[src/rtl/gpt_pkg.sv]
package gpt_pkg;

   typedef enum logic [1:0] {
      MODE_ONCE     = 2'b00,
      MODE_RELOAD   = 2'b01,
      MODE_CONTINUE = 2'b10,
      MODE_FREE     = 2'b11
   } gpt_mode_e;

   // shared words
   localparam int unsigned ADR_IEN      = 0;
   localparam int unsigned ADR_STA      = 1;
   localparam int unsigned ADR_ACK      = 2;
   localparam int unsigned CH_BASE      = 4;
   localparam int unsigned WORDS_PER_CH = 4;

   // word offsets inside a channel
   localparam int unsigned OFS_CTL = 0;
   localparam int unsigned OFS_CLK = 1;
   localparam int unsigned OFS_CNT = 2;
   localparam int unsigned OFS_CMP = 3;

   // field positions
   localparam int unsigned CTL_EN_BIT   = 0;
   localparam int unsigned CTL_CLR_BIT  = 1;
   localparam int unsigned CTL_MODE_LSB = 4;
   localparam int unsigned CLK_SRC_BIT  = 0;
   localparam int unsigned CLK_DIV_LSB  = 4;

endpackage

[src/rtl/gpt_prescaler.sv]
module gpt_prescaler #(
   parameter int unsigned DIV_W = 4
) (
   input  logic             clk,
   input  logic             rst_n,
   input  logic             run,
   input  logic             src_tick,
   input  logic             clr,
   input  logic [DIV_W-1:0] div,
   output logic             tick
);

   logic [DIV_W-1:0] pre_q;

   assign tick = run & src_tick & (pre_q == div);

   always_ff @(posedge clk) begin
      if (!rst_n) begin
         pre_q <= '0;
      end else if (clr) begin
         pre_q <= '0;
      end else if (run && src_tick) begin
         pre_q <= (pre_q == div) ? '0 : pre_q + DIV_W'(1);
      end
   end

endmodule

[src/rtl/gpt_channel.sv]
module gpt_channel
   import gpt_pkg::*;
#(
   parameter int unsigned CW    = 32,
   parameter int unsigned DW    = 32,
   parameter int unsigned DIV_W = 4
) (
   input  logic             clk,
   input  logic             rst_n,
   input  logic             rtc_tick,
   input  logic             ctl_we,
   input  logic             clk_we,
   input  logic [1:0]       cnt_we,
   input  logic [1:0]       cmp_we,
   input  logic [DW-1:0]    wdata,
   output logic             en_o,
   output gpt_mode_e        mode_o,
   output logic             src_o,
   output logic [DIV_W-1:0] div_o,
   output logic [CW-1:0]    cnt_o,
   output logic [CW-1:0]    cmp_o,
   output logic             match_o
);

   if (CW != DW && (CW <= DW || CW > 2 * DW)) begin : g_bad_width
      $error("gpt_channel: CW must equal DW or lie in (DW, 2*DW]");
   end

   logic             en_q;
   gpt_mode_e        mode_q;
   logic             src_q;
   logic [DIV_W-1:0] div_q;
   logic [CW-1:0]    cnt_q, cmp_q, cnt_wr, cmp_wr, cnt_inc;
   logic             clr_cmd, src_tick, tick, hit, cnt_load;

   assign clr_cmd  = ctl_we & wdata[CTL_CLR_BIT];
   assign cnt_load = |cnt_we;
   assign src_tick = src_q ? rtc_tick : 1'b1;

   gpt_prescaler #(.DIV_W(DIV_W)) u_pre (
      .clk      (clk),
      .rst_n    (rst_n),
      .run      (en_q),
      .src_tick (src_tick),
      .clr      (clr_cmd),
      .div      (div_q),
      .tick     (tick)
   );

   // lower/upper word merge for writable count and compare
   if (CW > DW) begin : g_wide
      assign cnt_wr = {cnt_we[1] ? wdata[CW-DW-1:0] : cnt_q[CW-1:DW],
                       cnt_we[0] ? wdata            : cnt_q[DW-1:0]};
      assign cmp_wr = {cmp_we[1] ? wdata[CW-DW-1:0] : cmp_q[CW-1:DW],
                       cmp_we[0] ? wdata            : cmp_q[DW-1:0]};
   end else begin : g_narrow
      logic unused_hi;
      assign unused_hi = cnt_we[1] | cmp_we[1];
      assign cnt_wr    = wdata[CW-1:0];
      assign cmp_wr    = wdata[CW-1:0];
   end

   assign cnt_inc = cnt_q + CW'(1);
   assign hit     = tick & ~clr_cmd & ~cnt_load & (cnt_inc == cmp_q);
   assign match_o = hit & (mode_q != MODE_FREE);

   always_ff @(posedge clk) begin
      if (!rst_n) begin
         en_q   <= 1'b0;
         mode_q <= MODE_ONCE;
         src_q  <= 1'b0;
         div_q  <= '0;
         cmp_q  <= '0;
      end else begin
         if (ctl_we) begin
            en_q   <= wdata[CTL_EN_BIT];
            mode_q <= gpt_mode_e'(wdata[CTL_MODE_LSB +: 2]);
         end else if (match_o && mode_q == MODE_ONCE) begin
            en_q <= 1'b0;
         end
         if (clk_we) begin
            src_q <= wdata[CLK_SRC_BIT];
            div_q <= wdata[CLK_DIV_LSB +: DIV_W];
         end
         if (|cmp_we) cmp_q <= cmp_wr;
      end
   end

   always_ff @(posedge clk) begin
      if (!rst_n) begin
         cnt_q <= '0;
      end else if (clr_cmd) begin
         cnt_q <= '0;
      end else if (cnt_load) begin
         cnt_q <= cnt_wr;
      end else if (tick) begin
         if (mode_q == MODE_RELOAD && hit) cnt_q <= '0;
         else                              cnt_q <= cnt_inc;
      end
   end

   assign en_o   = en_q;
   assign mode_o = mode_q;
   assign src_o  = src_q;
   assign div_o  = div_q;
   assign cnt_o  = cnt_q;
   assign cmp_o  = cmp_q;

endmodule

[src/rtl/gpt_timer.sv]
module gpt_timer
   import gpt_pkg::*;
#(
   parameter int unsigned NUM_CH = 6,
   parameter int unsigned DATA_W = 32,
   parameter int unsigned DIV_W  = 4,
   localparam int unsigned WIDE_W    = 2 * DATA_W,
   localparam int unsigned LAST      = NUM_CH - 1,
   localparam int unsigned HI_CNT    = CH_BASE + WORDS_PER_CH * NUM_CH,
   localparam int unsigned HI_CMP    = HI_CNT + 1,
   localparam int unsigned NUM_WORDS = HI_CMP + 1,
   localparam int unsigned ADDR_W    = $clog2(NUM_WORDS)
) (
   input  logic              clk,
   input  logic              rst_n,
   input  logic              rtc_tick,
   input  logic              wr_en,
   input  logic              rd_en,
   input  logic [ADDR_W-1:0] addr,
   input  logic [DATA_W-1:0] wdata,
   output logic [DATA_W-1:0] rdata,
   output logic [NUM_CH-1:0] irq
);

   if (NUM_CH < 2 || NUM_CH > DATA_W) begin : g_bad_nch
      $error("gpt_timer: NUM_CH must lie in [2, DATA_W]");
   end
   if (DATA_W < 8 || DIV_W + CLK_DIV_LSB > DATA_W) begin : g_bad_dw
      $error("gpt_timer: DATA_W too small for the clock-select field");
   end

   logic [NUM_CH-1:0] ien_q, sta_q;
   logic [NUM_CH-1:0] ch_en, ch_match, ch_wr;
   logic [1:0]        ch_mode [NUM_CH];
   logic [WIDE_W-1:0] ch_cnt  [NUM_CH];
   logic [WIDE_W-1:0] ch_cmp  [NUM_CH];
   logic [DATA_W-1:0] ctl_rd  [NUM_CH];
   logic [DATA_W-1:0] clk_rd  [NUM_CH];
   logic [DATA_W-1:0] hi_latch_q, rd_mux;
   logic              ack_we;

   assign ack_we = wr_en && (addr == ADDR_W'(ADR_ACK));

   for (genvar c = 0; c < NUM_CH; c++) begin : g_ch
      localparam int unsigned W = (c == LAST) ? WIDE_W : DATA_W;
      localparam logic [ADDR_W-1:0] A_BASE = ADDR_W'(CH_BASE + WORDS_PER_CH * c);

      logic             ctl_we, clk_we;
      logic [1:0]       cnt_we, cmp_we;
      logic             en_w, src_w, match_w;
      gpt_mode_e        mode_w;
      logic [DIV_W-1:0] div_w;
      logic [W-1:0]     cnt_w, cmp_w;

      assign ctl_we    = wr_en && addr == A_BASE + ADDR_W'(OFS_CTL);
      assign clk_we    = wr_en && addr == A_BASE + ADDR_W'(OFS_CLK);
      assign cnt_we[0] = wr_en && addr == A_BASE + ADDR_W'(OFS_CNT);
      assign cmp_we[0] = wr_en && addr == A_BASE + ADDR_W'(OFS_CMP);
      if (c == LAST) begin : g_hi
         assign cnt_we[1] = wr_en && addr == ADDR_W'(HI_CNT);
         assign cmp_we[1] = wr_en && addr == ADDR_W'(HI_CMP);
      end else begin : g_no_hi
         assign cnt_we[1] = 1'b0;
         assign cmp_we[1] = 1'b0;
      end

      gpt_channel #(.CW(W), .DW(DATA_W), .DIV_W(DIV_W)) u_ch (
         .clk      (clk),
         .rst_n    (rst_n),
         .rtc_tick (rtc_tick),
         .ctl_we   (ctl_we),
         .clk_we   (clk_we),
         .cnt_we   (cnt_we),
         .cmp_we   (cmp_we),
         .wdata    (wdata),
         .en_o     (en_w),
         .mode_o   (mode_w),
         .src_o    (src_w),
         .div_o    (div_w),
         .cnt_o    (cnt_w),
         .cmp_o    (cmp_w),
         .match_o  (match_w)
      );

      assign ch_en[c]    = en_w;
      assign ch_match[c] = match_w;
      assign ch_wr[c]    = ctl_we | (|cnt_we);
      assign ch_mode[c]  = mode_w;
      assign ch_cnt[c]   = WIDE_W'(cnt_w);
      assign ch_cmp[c]   = WIDE_W'(cmp_w);
      assign ctl_rd[c]   = DATA_W'({mode_w, 3'b000, en_w});
      assign clk_rd[c]   = DATA_W'({div_w, 3'b000, src_w});
   end

   // shared interrupt words
   always_ff @(posedge clk) begin
      if (!rst_n) begin
         ien_q <= '0;
         sta_q <= '0;
      end else begin
         if (wr_en && addr == ADDR_W'(ADR_IEN)) ien_q <= wdata[NUM_CH-1:0];
         sta_q <= (sta_q & ~(ack_we ? wdata[NUM_CH-1:0] : '0)) | ch_match;
      end
   end

   assign irq = sta_q & ien_q;

   // read path
   always_comb begin
      rd_mux = '0;
      if (addr == ADDR_W'(ADR_IEN)) rd_mux = DATA_W'(ien_q);
      if (addr == ADDR_W'(ADR_STA)) rd_mux = DATA_W'(sta_q);
      if (addr == ADDR_W'(HI_CNT))  rd_mux = hi_latch_q;
      if (addr == ADDR_W'(HI_CMP))  rd_mux = ch_cmp[LAST][WIDE_W-1:DATA_W];
      for (int c = 0; c < NUM_CH; c++) begin
         if (addr == ADDR_W'(CH_BASE + WORDS_PER_CH * c + OFS_CTL)) rd_mux = ctl_rd[c];
         if (addr == ADDR_W'(CH_BASE + WORDS_PER_CH * c + OFS_CLK)) rd_mux = clk_rd[c];
         if (addr == ADDR_W'(CH_BASE + WORDS_PER_CH * c + OFS_CNT)) rd_mux = ch_cnt[c][DATA_W-1:0];
         if (addr == ADDR_W'(CH_BASE + WORDS_PER_CH * c + OFS_CMP)) rd_mux = ch_cmp[c][DATA_W-1:0];
      end
   end

   always_ff @(posedge clk) begin
      if (!rst_n) begin
         rdata      <= '0;
         hi_latch_q <= '0;
      end else if (rd_en) begin
         rdata <= rd_mux;
         if (addr == ADDR_W'(CH_BASE + WORDS_PER_CH * LAST + OFS_CNT))
            hi_latch_q <= ch_cnt[LAST][WIDE_W-1:DATA_W];
      end
   end

endmodule

[config.mk]
export PLATFORM = sky130hd
export DESIGN_NAME = gpt_timer
export DESIGN_NICKNAME = d
export VERILOG_FILES = /design/src/rtl/gpt_pkg.sv /design/src/rtl/gpt_prescaler.sv /design/src/rtl/gpt_channel.sv /design/src/rtl/gpt_timer.sv
export SDC_FILE = /design/constraint.sdc
export NUM_CORES = 2
export LEC_CHECK = 0
export CORE_AREA = 3 3 396 398
export DETAILED_ROUTE_END_ITERATION = 12
export DIE_AREA = 0 0 399 401
export DONT_BUFFER_PORTS = 1
export PLACE_DENSITY = 0.38
export SKIP_LAST_GASP = 1
export SYNTH_ARGS = -nofsm -noshare
export SYNTH_HDL_FRONTEND = slang
export SYNTH_SLANG_ARGS = --single-unit
[constraint.sdc]
create_clock -name clk -period 12.1 [get_ports clk]
set_input_delay 0.605 -clock clk [delete_from_list [all_inputs] [get_ports clk]]
set_output_delay 0.605 -clock clk [all_outputs]
set_load 0.1 [all_outputs]
==> impl_metrics.yaml <==
worst_setup_path:
  cp-end-kind: "flip-flop"
  r2r_slack_ns: 5.49
  reg2reg_from: "g_ch[5].u_ch.cnt_o[0]$_SDFFE_PP0P_"
  cp_slowest_cell: "nor4_1"
  r2r_cells: 13
  crit_buf_inv: 1
  worstPathCellList: "ha_1 -> nand4_1 -> or4_4 -> nor4_1 -> and3_1 -> mux2i_1 -> nand4_1 -> nor3_1 -> and4_1 -> nor3_4 -> buf_4 -> nand2_1 -> o221ai_1"
  cp-start-kind: "flip-flop"
  arrival_ns: 7.15
  crit_end: "g_ch[5].u_ch.cnt_o[32]$_SDFFE_PP0P_"
  crit_path_start: "g_ch[5].u_ch.cnt_o[0]$_SDFFE_PP0P_"
  path_class: "reg -> reg"
  crit_path_frequent_cell: "nand4_1"
  crit_family: "simple AND/OR/NAND/NOR gates"
  slowest_delay_ns: 1.08
  r2r-end: "g_ch[5].u_ch.cnt_o[32]$_SDFFE_PP0P_"
  worst-path-stages: 13
  worstPathMaxFanout: 17
  critPathRequiredTime_ns: 12.64
timing:
  fin_ws_ns: 5.49
  setup_violations: 0
  relSlewSlack_pct: 13.5
  drv_slew: 0
  fmax_mhz: 151
  fin_skew_ns: 0.0254
  timing.hold.ws_ns: 0.0669
  fin_crit_sh_pct: 54.6
  worst_pin_slew_ns: 1.29
  finalHoldViolCount: 0
  rsz0062_at_grt: "false"
  fin_tns_setup_ns: 0
  period_needed_ns: 6.61
logic_synthesis:
  synth_xor_area_share_pct: 9.38
  synth-edff-count: 0
  synth_fp_nets: 5231
  synth-compound-area-share_pct: 25.6
  yosys-top-cells-count: "nand2_1 (968), dfxtp_1 (596), clkbuf_1 (422), a21boi_0 (312), nor2_1 (292)"
  synth_most_common_cell: "nand2_1"
  ys_types: 88
  syn_inst: 5177
  synth_area_per_cell_um2: 7.40
  synth_top_flop_cell: "dfxtp_1"
  synth-warning-count: 0
  yosys.area_share.simple_pct: 27.1
  synth_top_family_by_area: "simple AND/OR/NAND/NOR gates"
  ys_async_sr_fraction_pct: 0
  ys_ff_latch: 596
  synth_fa_ha_area_share_pct: 0.392
  synth.area.top_cells: "dfxtp_1 (31%), nand2_1 (9.5%), a21boi_0 (6.1%)"
  yosys.area.top_type: "dfxtp_1"
  syn_area_mm2: 0.0383
  yosysSeqAreaShare_pct: 31.2
  synth_top_area_share_pct: 31.2
  synthMuxAreaShare_pct: 0.836
final_layout:
  drive_gt1_share_pct: 5.98
  fin_area_mm2: 0.0427
  final_cell_count_no_fill: 6999
  syn_to_final_growth_pct: 11.6
  register_area_mm2: 0.0119
  multi_input_area_mm2: 0.0244
  layout.nets: 4943
  fillers: 16700
routing:
  routed-via-count: 40522
  first_iter_violations: 4831
  drc_errors: 0
  final_antenna_net_count: 0
  wl_per_cell_um: 33.1
  routed_wl_um: 232000
  viasPerCell: 5.79
  first_pass_iters: 9
floorplan:
  fp.coreArea_mm2: 0.154
  die_area_mm2: 0.160
  fp.dieW_um: 399
  num_rows: 144
  ios: 80
  start_util_pct: 24.9
  die_h_um: 401
clock_tree:
  htreeDepth: 3
  clk_latency_ns: 0.69
  cts_tree: "built"
  numCtsBuffers: 82
  cts.sinks: 596
  clockBufferDepth: 3
  clock-root-buffer: "clkbuf_16"
  clk_pin_slew_ns: 0.06
  post-cts-setup-buffers: 0
global_route:
  grt_pass1_wl_um: 319000
  antenna_found_initial: 19
  grt_overflow: 0
  grt_use_total_pct: 28.0
  grt_max_degree: 357
  grt_pass1_vias: 37481
power:
  swShare_pct: 26.4
  p_leak_nw: 13.5
  power_density_mw_per_mm2: 116
  power_frac_comb_pct: 5.4
  clkPwrFrac_pct: 52.8
  p_int_mw: 3.63
  seqPwrFrac_pct: 41.8
  ir_drop_v: 0.000104
  switching_power_mw: 1.31
placed_design:
  globalplace.congestion: 0.972
  dp_hpwl_um: 165000
  placed_cell_area_mm2: 0.0399
  place_inst: 6848
  io_buffers: 0
  post-place-ws_ns: 5.74
run_status:
  status: "finished clean"
worst_hold_path:
  hp-class: "in -> reg"
run:
  maxCapViolCount: 0
==> layout make-up <==
cell class,count,share of cell area (%)
sequential,596,27.9
clock buffer,117,5.49
inverter,73,0.641
antenna,5,0.0293
timing repair buffer,104,1.83
clock inverter,28,0.972
tap,2044,5.99
multi-input combinational,4032,57.1
==> cells in the final DEF (no fill, tap or decap), drive strengths merged, types with 99 or more instances in the layout <==
master  synthesis  layout
a21boi        313     313
a21oi         233     233
a22oi         165     165
buf            48     103
clkbuf        428     117
dfxtp         596     596
nand2         968     968
nand3         201     201
nand4         128     128
nor2          293     293
nor3          118     118
nor4           99      99
o21ai         221     221
xnor2         231     231
xor2          140     140
==> layer usage <==
layer,vias up,global-route usage [%],share of wire (%)
li1,18106,-,-
met1,20139,38.2,43
met2,1883,43.1,44
met3,384,5.42,8.2
met4,10,11.0,4.8
met5,-,0,0.030
==> power groups by stage <==
stage               Combinational, mW  Clock, mW  Sequential (mW)
floorplan                       0.206          0             2.08
global placement                0.262          0             2.11
detailed placement              0.260          0             2.11
CTS                             0.261       2.65             2.06
global route                    0.279       2.72             2.07
finish                          0.267       2.60             2.07
==> stage by stage <==
stage	power [mW]	util (%)
floorplan	2.29	-
global placement	2.37	26.0
detailed placement	2.37	26.0
CTS	4.98	27.8
global route	5.07	27.8
finish	4.94	27.8
==> what timing repair did <==
action	4_1_cts	5_1_grt
resized for setup	0	0
endpoints found under the hold margin	1	0
hold buffers	1	0
==> flip-flops by register name (all words and copies together), names as in the netlist <==
name and count:
g_ch.u_ch.u_pre.pre_q 24, hi_latch_q 32, g_ch.u_ch.div_o 24, rdata 32, g_ch.u_ch.cmp_o 224, g_ch.u_ch.src_o 6, g_ch.u_ch.mode_o 12, ien_q 6
g_ch.u_ch.cnt_o 224, sta_q 6, g_ch.u_ch.en_o 6
==> worst register-to-register path, cell delays in order, from the launching register on <==
cell	delay, ns
dfxtp_1	0.46
ha_1	0.36
nand4_1	0.55
or4_4	0.76
nor4_1	1.08
and3_1	0.34
mux2i_1	0.47
nand4_1	0.25
nor3_1	0.28
and4_1	0.69
nor3_4	0.25
buf_4	0.30
nand2_1	0.48
o221ai_1	0.21
==> cell families after synthesis <==
group,after synthesis
adder cells (fa/ha/maj),12
AND/OR/NAND/NOR,2179
multiplexers,31
flip-flops,596
XOR/XNOR,386
buffers and inverters,549
AO/OA/AOI/OAI,1424
==> how the worst min path moves through the flow <==
stage          cells past startpoint                   startpoint                                   to  slack (ns)
2_1_floorplan                      2   hi_latch_q[1]$_SDFFE_PN0P_           hi_latch_q[1]$_SDFFE_PN0P_        0.44
5_1_grt                            2                    wdata[16]  g_ch[3].u_ch.cnt_o[16]$_SDFFE_PP0P_        0.04
3_3_place_gp                       2          sta_q[1]$_SDFF_PN0_                  sta_q[1]$_SDFF_PN0_        0.47
4_1_cts                            2                    wdata[16]  g_ch[3].u_ch.cnt_o[16]$_SDFFE_PP0P_        0.02
3_5_place_dp                       2  hi_latch_q[21]$_SDFFE_PN0P_          hi_latch_q[21]$_SDFFE_PN0P_        0.47
6_report                           2                    wdata[14]  g_ch[3].u_ch.cnt_o[14]$_SDFFE_PP0P_        0.07
Note: power is estimated with default switching activity, not from simulation.
